### src/rtl/warp_issue_sched.sv
module warp_issue_sched #(
  parameter int NUM_WARPS    = 24,
  parameter int NUM_REGS     = 32,
  parameter int OPC_W        = 8,
  parameter int ISSUE_CYCLES = 4,
  localparam int WID_W = (NUM_WARPS > 1) ? $clog2(NUM_WARPS) : 1,
  localparam int RID_W = (NUM_REGS > 1) ? $clog2(NUM_REGS) : 1
) (
  input  logic             clk,
  input  logic             rst_n,
  input  logic             fetch_valid,
  input  logic [WID_W-1:0] fetch_warp,
  input  logic [OPC_W-1:0] fetch_opc,
  input  logic [RID_W-1:0] fetch_dst,
  input  logic [RID_W-1:0] fetch_src0,
  input  logic [RID_W-1:0] fetch_src1,
  output logic             fetch_ready,
  input  logic             wb_valid,
  input  logic [WID_W-1:0] wb_warp,
  input  logic [RID_W-1:0] wb_reg,
  output logic             issue_valid,
  output logic [WID_W-1:0] issue_warp,
  output logic [OPC_W-1:0] issue_opc,
  output logic [RID_W-1:0] issue_dst,
  output logic [RID_W-1:0] issue_src0,
  output logic [RID_W-1:0] issue_src1
);

  localparam int CNT_W = $clog2(ISSUE_CYCLES + 1);
  localparam logic [CNT_W-1:0] CNT_LOAD = CNT_W'(ISSUE_CYCLES - 1);

  logic [NUM_WARPS-1:0]                slot_valid;
  logic [OPC_W-1:0]                    slot_opc [NUM_WARPS];
  logic [RID_W-1:0]                    slot_dst [NUM_WARPS];
  logic [RID_W-1:0]                    slot_s0  [NUM_WARPS];
  logic [RID_W-1:0]                    slot_s1  [NUM_WARPS];
  logic [NUM_WARPS-1:0][NUM_REGS-1:0]  pend;
  logic [NUM_WARPS-1:0]                elig;
  logic [WID_W-1:0]                    last_warp, sel_warp;
  logic                                sel_found, do_issue;
  logic [CNT_W-1:0]                    busy_cnt;

  wire fetch_in_range = {1'b0, fetch_warp} < (WID_W+1)'(NUM_WARPS);
  wire wb_in_range    = {1'b0, wb_warp}    < (WID_W+1)'(NUM_WARPS);

  assign fetch_ready = fetch_in_range && !slot_valid[fetch_warp];

  for (genvar g = 0; g < NUM_WARPS; g++) begin : g_elig
    assign elig[g] = slot_valid[g] && !pend[g][slot_s0[g]] &&
                     !pend[g][slot_s1[g]] && !pend[g][slot_dst[g]];
  end

  always_comb begin
    int idx;
    sel_found = 1'b0;
    sel_warp  = '0;
    for (int k = 1; k <= NUM_WARPS; k++) begin
      idx = int'(last_warp) + k;
      if (idx >= NUM_WARPS) idx = idx - NUM_WARPS;
      if (!sel_found && elig[idx]) begin
        sel_found = 1'b1;
        sel_warp  = WID_W'(idx);
      end
    end
  end

  assign do_issue = (busy_cnt == '0) && sel_found;

  always_ff @(posedge clk) begin
    if (!rst_n) begin
      slot_valid  <= '0;
      pend        <= '0;
      last_warp   <= WID_W'(NUM_WARPS - 1);
      busy_cnt    <= '0;
      issue_valid <= 1'b0;
      issue_warp  <= '0;
      issue_opc   <= '0;
      issue_dst   <= '0;
      issue_src0  <= '0;
      issue_src1  <= '0;
      for (int i = 0; i < NUM_WARPS; i++) begin
        slot_opc[i] <= '0;
        slot_dst[i] <= '0;
        slot_s0[i]  <= '0;
        slot_s1[i]  <= '0;
      end
    end else begin
      issue_valid <= do_issue;
      if (busy_cnt != '0) busy_cnt <= busy_cnt - CNT_W'(1);
      if (fetch_valid && fetch_ready) begin
        slot_valid[fetch_warp] <= 1'b1;
        slot_opc[fetch_warp]   <= fetch_opc;
        slot_dst[fetch_warp]   <= fetch_dst;
        slot_s0[fetch_warp]    <= fetch_src0;
        slot_s1[fetch_warp]    <= fetch_src1;
      end
      if (wb_valid && wb_in_range) pend[wb_warp][wb_reg] <= 1'b0;
      if (do_issue) begin
        busy_cnt                      <= CNT_LOAD;
        last_warp                     <= sel_warp;
        slot_valid[sel_warp]          <= 1'b0;
        pend[sel_warp][slot_dst[sel_warp]] <= 1'b1;
        issue_warp                    <= sel_warp;
        issue_opc                     <= slot_opc[sel_warp];
        issue_dst                     <= slot_dst[sel_warp];
        issue_src0                    <= slot_s0[sel_warp];
        issue_src1                    <= slot_s1[sel_warp];
      end
    end
  end

  // a busy dispatch port admits no new issue
  p_port_busy_r7: assert property (@(posedge clk) disable iff (!rst_n)
    (busy_cnt != '0) |=> !issue_valid);

  // the issued destination is marked pending for its warp
  p_dst_marked_r5: assert property (@(posedge clk) disable iff (!rst_n)
    issue_valid |-> pend[issue_warp][issue_dst]);

  // an issued slot is empty afterwards
  p_slot_freed_r3: assert property (@(posedge clk) disable iff (!rst_n)
    issue_valid |-> !slot_valid[issue_warp]);

  // a writeback clears its bit unless an issue re-marks it at that edge
  p_wb_clears_r5: assert property (@(posedge clk) disable iff (!rst_n)
    (wb_valid && wb_in_range &&
     !(do_issue && sel_warp == wb_warp && slot_dst[sel_warp] == wb_reg))
    |=> !pend[$past(wb_warp)][$past(wb_reg)]);

  // a dropped fetch leaves the slot occupied
  p_fetch_drop_r3: assert property (@(posedge clk) disable iff (!rst_n)
    (fetch_valid && fetch_in_range && !fetch_ready &&
     !(do_issue && sel_warp == fetch_warp))
    |=> slot_valid[$past(fetch_warp)]);

endmodule

### config.mk
export PLATFORM = sky130hd
export DESIGN_NAME = warp_issue_sched
export DESIGN_NICKNAME = d
export VERILOG_FILES = /design/src/rtl/warp_issue_sched.sv
export SDC_FILE = /design/constraint.sdc
export NUM_CORES = 2
export LEC_CHECK = 0
export BUFFER_PORTS_ARGS = -buffer_cell sky130_fd_sc_hd__clkbuf_2
export CELL_PAD_IN_SITES_DETAIL_PLACEMENT = 2
export CELL_PAD_IN_SITES_GLOBAL_PLACEMENT = 2
export CORE_ASPECT_RATIO = 1.1
export CORE_UTILIZATION = 30
export DETAILED_ROUTE_END_ITERATION = 16
export GPL_TIMING_DRIVEN = 0
export HOLD_SLACK_MARGIN = 0.03
export PLACE_DENSITY_LB_ADDON = 0.15
export RECOVER_POWER = 100
export SLEW_MARGIN = 30
export SYNTH_ARGS = -nofsm -noshare
export SYNTH_HDL_FRONTEND = slang
export SYNTH_SLANG_ARGS = --single-unit
### constraint.sdc
create_clock -name clk -period 19.3 [get_ports clk]
set_clock_uncertainty 0.15 [all_clocks]
set_input_delay 1.93 -clock clk [delete_from_list [all_inputs] [get_ports clk]]
set_output_delay 1.93 -clock clk [all_outputs]
set_load 0.02 [all_outputs]
==> summary.md <==
| Metric | Value |
|---|---|
| Vias in the first global route | 87263 |
| Routed len/inst | 43.6 um |
| GP Congestion | 1.01 |
| Library cells used by synthesis | 106 |
| Hold Startpoint | busy_cnt[0] |
| Crit. Startpoint | last_warp[0] |
| Layout area overhead | 15.4% |
| # DRC | 0 |
| Final net count | 9041 |
| Crit path largest cell delay | 1.68 ns |
| Share of cells above drive strength 1 | 15.3% |
| Sequential cell area fraction in the yosys report | 39.9% |
| Critical path endpoint category | flop |
| Crit path arrival time | 17.04 ns |
| WS Path Type | flop to flop |
| CTS tree | built |
| Clk buf depth | 4 |
| Detailed Route WL | 570000 um |
| Share of synthesized registers carrying an async set or reset | 0% |
| Crit path top cell by count | clkbuf_1 |
| Normalized max-slew margin | -124% |
| Setup TNS Final | 0 ns |
| Post-CTS Hold Fix Bufs | 0 |
| Root Buffer | clkbuf_16 |
| Via count | 85803 |
| Sink Count | 1460 |
| Top-count cell post-synth | dfxtp_1 |
| Post-DP HPWL | 439000 um |
| Synth cell count leaders | 828 x dfxtp_1, 819 x mux2i_1, 815 x o211ai_1 |
| PortBufs | 66 |
| Fin crit period | 16.51 ns |
| Die area | 299000 sq um |
| Worst flop-to-flop path startpoint | last_warp[0] |
| RSZ-0062 raised after global routing | no |
| Count of pins over their slew limit | 475 |
| Die X | 522 um |
| Iteration-0 DRC Markers | 10204 |
| Post-CTS setup buffer count | 0 |
| Final non-filler cell total | 13079 |
| Core area | 295000 sq um |
| Worst Hold Class | flop to flop |
| CP startpoint kind | flop |
| Fill cell count | 31558 |
| Outcome | complete, but fails checks |
| Starting Density | 30.2% |
| Final Setup Violations | 0 |
| Cts repair resizes | 0 |
| Row cnt | 209 |
| DR pass1 iterations | 8 |
| Slowest stage cell on the critical path | clkbuf_1 |
| Boundary Pins | 72 |
| GRT overflow | 0 |
| Largest net degree at the start of global routing | 18 |
| Vias/cell | 6.56 |
| Syn Inst Count | 8495 |
| Final hold viol count | 0 |
| Synth warn | 0 |
| Mapped Area | 89200 sq um |
| Total CTS buffers | 184 |
| Critical path fanouts, max | 11 |
| Top cell type's share of synthesized area | 21.3% |
| Synth area leaders | edfxtp_1 21%, dfxtp_1 19%, mux2i_1 9.2% |
| Failing checks | max-capacitance violations, max-slew violations |
| Clk_lat worst skew | 0.95 ns |
| Required time of the critical path | 19.83 ns |
| First-pass GRT wire length | 764000 um |
| Biggest area consumer among synthesized cells | edfxtp_1 |
| Synthesized area per cell | 10.5 sq um |
| Routed Antenna Nets | 0 |
| WP buf/inv | 13 |
| Flops & latches, synth | 1460 |
| Top delay family on crit path | buffers and inverters |
| Worst-Margin Slew | 3.36 ns |
| Dpl cells | 12671 |
| Final Cycle Share | 85.5% |
| Maximum clock rate | 0.0606 GHz |
| Clk pin slew, worst setup/hold paths | 0.06 ns |
| Post-synth top flop | dfxtp_1 |
| CTS H-tree depth | 4 |
| Number of synthesized flops with an enable pin | 632 |
| Die Ht | 574 um |
| Sequential cell area | 35600 sq um |
| Max_cap viols | 40 |
| Initial antenna violation count | 97 |
| Footprint of the multi-input gates | 49400 sq um |
| Gr usage total | 37.0% |
## metal layers
metal  vias to the layer above  GRT usage (%)  routed length [um]
li1                      34263              -                   -
met5                         -              0                 176
met2                      4573           55.8              249000
met3                      1397           9.39               52800
met1                     45542           46.3              225000
met4                        28           25.3               43300
## registers in the layout, indices dropped and copies added (netlist names), 8 cells and up
register    flops
issue_opc       8
pend          768
slot_dst      120
slot_opc      224
slot_s0       136
slot_s1       152
slot_valid     24
## final cells by class
type                            instances  share of cell area [%]
Multi-Input combinational cell       6101                    48.0
Sequential cell                      1460                    34.6
Clock buffer                          265                    5.06
Tap cell                             3903                    4.75
Buffer                                912                    3.94
Timing Repair Buffer                  195                    2.46
Clock inverter                         75                   0.678
Inverter                              101                   0.369
Antenna cell                           67                   0.163
## through the flow
stage	cell area, sq um	setup slack, ns	util, %	hold WS [ns]
2_1_floorplan	89400	11.72	-	0.293
3_3_place_gp	94700	4.08	32.1	0.314
3_5_place_dp	98200	5.87	33.3	0.326
4_1_cts	104000	5.82	35.3	0.342
5_1_grt	103000	2.72	34.8	0.377
6_report	103000	2.79	34.8	0.333
## worst register-to-register path, delay by kind of cell (launching register included)
kind	cells	cell delay, ns
buf+inv	13	9.52
compound gates	7	2.53
mux	1	0.21
fa+ha+maj	1	0.27
xor+xnor	1	0.44
simple gates	8	2.75
flops	1	0.45
## logic make-up (layout without fill, tap and decap cells)
logic type	after synthesis	in the layout	synth area share [%]
other	1	147	0.00421
AOI/OAI and AO/OA	2574	2574	22.3
adders and majority gates	44	44	0.618
xor gates and xnor gates	35	35	0.344
and+or+nand+nor	2110	2110	12.9
muxes	1258	1258	19.0
buffers and inverters	1013	1548	4.85
DFF	1460	1460	39.9
## cells in the final DEF, fill, tap and decap left out, types with 119 or more instances in the layout
master and count:
dfxtp_1 828, mux2i_1 819, o211ai_1 815, clkbuf_1 666, o31ai_1 666, edfxtp_1 632, nand2_1 408, and2_0 394
mux4_2 340, nand3_1 272, nor2_1 238, a21oi_1 219, buf_2 210, and2_1 205, clkbuf_16 191, a22oi_1 177
nor2b_1 152, clkbuf_2 138, o21ai_0 119
## final timing paths
| check | endpoint | slack, ns | depth (start not counted) |
|---|---|---|---|
| min reg2reg | busy_cnt[0] | 0.33 | 1 |
| max | pend[586] | 2.79 | 31 |
| min | busy_cnt[0] | 0.33 | 1 |
| max reg2reg | pend[586] | 2.79 | 31 |
Power is left out: the tool's default activity adds up to more than one toggle a clock period on the data nets, which glitch-free logic cannot reach.
